**src/rtl/sfb_pkg.sv**
```systemverilog
package sfb_pkg;
    localparam int WORD_W  = 32;
    localparam int NZ_W    = 2;
    localparam int GE_W    = 4;
    localparam int NZ_LO   = 30;
    localparam int C_POS   = 29;
    localparam int V_POS   = 28;
    localparam int GE_LO   = 16;
    localparam logic [WORD_W-1:0] FLAG_MASK = 32'hF00F0000;
    localparam logic [WORD_W-1:0] READ_MASK = 32'hF8FF03DF;

    typedef enum logic [1:0] {
        SRC_HOLD  = 2'd0,
        SRC_GROUP = 2'd1,
        SRC_FP    = 2'd2,
        SRC_WORD  = 2'd3
    } src_e;

    function automatic src_e pick_src(input logic word_we, input logic fp_hit,
                                      input logic grp_we);
        if (word_we)     return SRC_WORD;
        else if (fp_hit) return SRC_FP;
        else if (grp_we) return SRC_GROUP;
        else             return SRC_HOLD;
    endfunction
endpackage

```
**src/rtl/sfb_field_reg.sv**
```systemverilog
module sfb_field_reg
    import sfb_pkg::*;
#(
    parameter int W = 1
) (
    input  logic         clk,
    input  logic         rst,
    input  src_e         sel,
    input  logic [W-1:0] grp_d,
    input  logic [W-1:0] fp_d,
    input  logic [W-1:0] word_d,
    output logic [W-1:0] q
);
    logic [W-1:0] nxt;

    always_comb begin
        unique case (sel)
            SRC_HOLD:  nxt = q;
            SRC_GROUP: nxt = grp_d;
            SRC_FP:    nxt = fp_d;
            SRC_WORD:  nxt = word_d;
            default:   nxt = q;
        endcase
    end

    always_ff @(posedge clk) begin
        if (rst) q <= '0;
        else     q <= nxt;
    end
endmodule

```
**src/rtl/sfb_pack.sv**
```systemverilog
module sfb_pack
    import sfb_pkg::*;
(
    input  logic [WORD_W-1:0] base,
    input  logic [NZ_W-1:0]   nz,
    input  logic              c,
    input  logic              v,
    input  logic [GE_W-1:0]   ge,
    output logic [WORD_W-1:0] full,
    output logic [WORD_W-1:0] visible
);
    always_comb begin
        full = base & ~FLAG_MASK;
        full[NZ_LO +: NZ_W] = nz;
        full[C_POS]         = c;
        full[V_POS]         = v;
        full[GE_LO +: GE_W] = ge;
        visible = full & READ_MASK;
    end
endmodule

```
**src/rtl/status_flag_bank.sv**
```systemverilog
module status_flag_bank
    import sfb_pkg::*;
(
    input  logic        clk,
    input  logic        rst,
    input  logic        nz_we,
    input  logic [1:0]  nz_wd,
    input  logic        c_we,
    input  logic        c_wd,
    input  logic        v_we,
    input  logic        v_wd,
    input  logic        ge_we,
    input  logic [3:0]  ge_wd,
    input  logic        word_we,
    input  logic [31:0] word_wd,
    input  logic        fp_we,
    input  logic [31:0] fp_wd,
    output logic [1:0]  nz_q,
    output logic        c_q,
    output logic        v_q,
    output logic [3:0]  ge_q,
    output logic [31:0] status_word,
    output logic [31:0] read_word
);
    src_e nz_sel, c_sel, v_sel, ge_sel;
    logic [WORD_W-1:0] base_q;

    always_comb begin
        nz_sel = pick_src(word_we, fp_we, nz_we);
        c_sel  = pick_src(word_we, fp_we, c_we);
        v_sel  = pick_src(word_we, fp_we, v_we);
        ge_sel = pick_src(word_we, 1'b0,  ge_we);
    end

    sfb_field_reg #(.W(NZ_W)) u_nz (
        .clk(clk), .rst(rst), .sel(nz_sel),
        .grp_d(nz_wd), .fp_d(fp_wd[NZ_LO +: NZ_W]), .word_d(word_wd[NZ_LO +: NZ_W]),
        .q(nz_q)
    );

    sfb_field_reg #(.W(1)) u_c (
        .clk(clk), .rst(rst), .sel(c_sel),
        .grp_d(c_wd), .fp_d(fp_wd[C_POS]), .word_d(word_wd[C_POS]),
        .q(c_q)
    );

    sfb_field_reg #(.W(1)) u_v (
        .clk(clk), .rst(rst), .sel(v_sel),
        .grp_d(v_wd), .fp_d(fp_wd[V_POS]), .word_d(word_wd[V_POS]),
        .q(v_q)
    );

    sfb_field_reg #(.W(GE_W)) u_ge (
        .clk(clk), .rst(rst), .sel(ge_sel),
        .grp_d(ge_wd), .fp_d('0), .word_d(word_wd[GE_LO +: GE_W]),
        .q(ge_q)
    );

    always_ff @(posedge clk) begin
        if (rst)          base_q <= '0;
        else if (word_we) base_q <= word_wd & ~FLAG_MASK;
    end

    sfb_pack u_pack (
        .base(base_q), .nz(nz_q), .c(c_q), .v(v_q), .ge(ge_q),
        .full(status_word), .visible(read_word)
    );
endmodule

```
**config.mk**
```make
export PLATFORM = sky130hd
export DESIGN_NAME = status_flag_bank
export DESIGN_NICKNAME = d
export VERILOG_FILES = /design/src/rtl/sfb_pkg.sv /design/src/rtl/sfb_field_reg.sv /design/src/rtl/sfb_pack.sv /design/src/rtl/status_flag_bank.sv
export SDC_FILE = /design/constraint.sdc
export NUM_CORES = 1
export LEC_CHECK = 0
export ABC_AREA = 1
export BUFFER_PORTS_ARGS = -buffer_cell sky130_fd_sc_hd__buf_2
export CORE_MARGIN = 10
export CORE_UTILIZATION = 37
export DETAILED_ROUTE_END_ITERATION = 16
export HOLD_SLACK_MARGIN = 0.05
export PLACE_DENSITY = 0.84
export SLEW_MARGIN = 10
export SYNTH_ARGS = -nofsm -noshare
export SYNTH_HDL_FRONTEND = slang
export SYNTH_SLANG_ARGS = --single-unit
export TNS_END_PERCENT = 50
```
**constraint.sdc**
```tcl
create_clock -name clk -period 1 [get_ports clk]
set_input_delay 0.15 -clock clk [delete_from_list [all_inputs] [get_ports clk]]
set_output_delay 0.15 -clock clk [all_outputs]
set_load 0.005 [all_outputs]
```
==> summary.txt <==
Run status
  – Outcome: completed

Route
  – First-pass iteration count of the detailed router: 4
  – DR iter-0 viols: 32
  – Drt drc: 0
  – WL final: approximately 4600 um
  – Average wire per standard cell: 13.0 um
  – Routed Antenna Nets: 0
  – Via density: between 4 and 5
  – Vias: 1564

Yosys
  – Distinct cell type count after synthesis: 16
  – Total of flip-flops plus latches after synthesis: 32
  – Syn Inst Count: 223
  – Total number of yosys warnings: 0
  – Register area share after synthesis: roughly two fifths
  – Post-Syn Area: 1610 um2
  – Avg Cell Area, Syn: 7.22 um2

STA
  – Max Clk Rate: between 1 and 1.5 GHz
  – Final Setup Violations: 0
  – Setup_tns: 0 ns
  – Final hold vios: 0
  – Max-slew violations: 0
  – Clock Skews: 0 ns
  – Minimum clock period: between 0.9 and 1 ns
  – Fin crit share: 91.9%
  – Worst Slack Setup Final: ~0.081 ns
  – RSZ-0062 raised after global routing: false

Clock tree
  – Clock Latency Late Sink: about 0.27 ns
  – Cts hold-fix bufs: 0
  – Clk sink count: 32
  – Post-CTS Resized: 0
  – # H-tree levels: 2
  – CTS Root Cell: clkbuf_8
  – Post-CTS setup buffers: 0
  – CTS max path bufs: 2
  – CTS Buf Count: 5
  – TritonCTS clock tree: built
  – Clock slew at reported path FFs: approximately 0.06 ns

Setup path
  – Startpoint types: flop
  – CP max stage delay: between 0.3 and 0.4 ns
  – Critical-path maximum fanout: 4
  – Bufs and invs on worst path: 1
  – R2R cell count: 4
  – Worst r2r src: u_v.q
  – Data required time of the worst path: 0.85 ns
  – Slowest cell on the critical path: dfxtp_1
  – Arrival @ worst endpoint: 0.77 ns
  – Crit path capture type: output port
  – Kind of cell adding the most delay to the critical path: flip-flops
  – Crit path from: u_ge.q[1]
  – Setup CP Type: flop to output port
  – Worst path cell trace: buf_2
  – Levels on crit path: 1

Floorplanning
  – Die area: 7390 um2
  – Initial core utilization: 39.1%
  – Vertical die dimension: 85.9 um
  – Total core area: 4120 um2
  – FP Rows: 23
  – Die X: 85.9 um
  – Num ports: 152

Final layout
  – Multi-input logic area: about 600 um2
  – Layout cells sized above 1: 41.2%
  – Layout filler cell count: 423
  – N_diodes: 0
  – Register Area: ~640 um2
  – Area Growth Syn to Fin: 27.2%
  – Final #Nets: 386

Power and ir drop
  – Static leakage: between 0.001 and 0.0015 uW
  – Peak VDD IR: 730 uV
  – Power consumption: roughly 3000 uW
  – Power density over the cells: ~1500 nW/um2

Worst hold path
  – Hold WC Path Type: primary input to flop
  – Hold_sp: word_wd[14]
  – Hold path depth: 3

Placement
  – Gpl congestion: between 0.7 and 0.8
  – Post-DP HPWL: 3730 um
  – Port bufs: 113
  – DP Worst Slack: 0.00780 ns

Global route
  – Vias in the first global route: 1652
  – First-pass GRT wire length: 7720 um
  – Largest net degree at the start of global routing: 33
  – GRT Total Usage: 12.6%
  – Initial antenna violation count: 0
  – Total congestion overflow: 0

Job
  – Max Cap Viol: 0
## per-layer routing
layer	wire, um	vias to the layer above	global-route usage, %
li1	-	805	-
met1	1600	685	10.8
met2	2350	70	22.9
met3	651	4	8.61
met4	37	0	3.59
met5	0	-	0
## worst reg2reg max path: stages, from the launching register on
cell and delay [ns]:
dfxtp_1 0.36, nor2_1 0.06, a21oi_1 0.13, nand2_1 0.06, inv_1 0.05
## through the flow
stage | utilization (%) | instances | area, um2 | hold WS (ns)
3_3_place_gp | 47.4 | 349 | 1950 | 0.370
6_report | 49.7 | 356 | 2050 | 0.0946
3_5_place_dp | 47.4 | 349 | 1950 | 0.379
5_1_grt | 49.7 | 356 | 2050 | 0.0956
4_1_cts | 49.7 | 356 | 2050 | 0.0824
2_1_floorplan | - | 232 | 1640 | 0.285
## synth_stat cells
| library cell | count | area, um2 |
|---|---|---|
| nand2_1 | 31 | 116 |
| inv_1 | 10 | 37.5 |
| o21ai_0 | 24 | 120 |
| buf_6 | 2 | 22.5 |
| nand3b_1 | 2 | 15.0 |
| dfxtp_1 | 32 | 641 |
| buf_4 | 41 | 308 |
| conb_1 | 1 | 3.75 |
| buf_2 | 3 | 15.0 |
| clkbuf_2 | 2 | 10.0 |
| nor2_1 | 55 | 206 |
| nor2_8 | 1 | 20.0 |
| nand3_1 | 14 | 70.1 |
| a21oi_1 | 2 | 10.0 |
| inv_4 | 1 | 6.26 |
| clkbuf_1 | 2 | 7.51 |
## cell usage in the layout (no fill, tap or decap), drive strengths merged
cell type and instances:
conb 10, buf 117, clkbuf 7, nand3 14, o21ai 24, nor2 56
nand3b 2, inv 11, a21oi 2, nand2 31, dfxtp 32
## report_power, final
group          internal, uW  switching (uW)  total (uW)
Clock                   612             432        1040
Combinational           269             282         551
Sequential             1370            52.0        1420
Total                  2250             766        3010
## registers in the layout, summed over array words and instances, names as in the netlist
register	count
u_c.q	1
u_ge.q	4
u_v.q	1
u_nz.q	2
base_q	24
## cell type report
cell class                 count  share of cell area (%)
sequential                    32                    31.3
timing repair buffer         117                    29.7
multi-input combinational    139                    29.1
clock buffer                   7                    4.71
tap                           50                    3.06
inverter                      11                    2.14
## logic make-up (layout without fill, tap and decap cells)
family	after synthesis	in the layout	synth area share, %
AO/OA/AOI/OAI	26	26	8.09
buffers and inverters	61	135	25.3
flip-flops	32	32	39.8
other	1	10	0.233
AND/OR/NAND/NOR	103	103	26.6
## final timing paths
check | slack [ns] | end
worst min-delay path | 0.09 | base_q[14]
worst min register to register | 0.49 | base_q[14]
worst max register to register | 0.29 | u_v.q
worst max-delay path | 0.08 | ge_q[1]
Note: power is estimated with default switching activity, not from simulation.
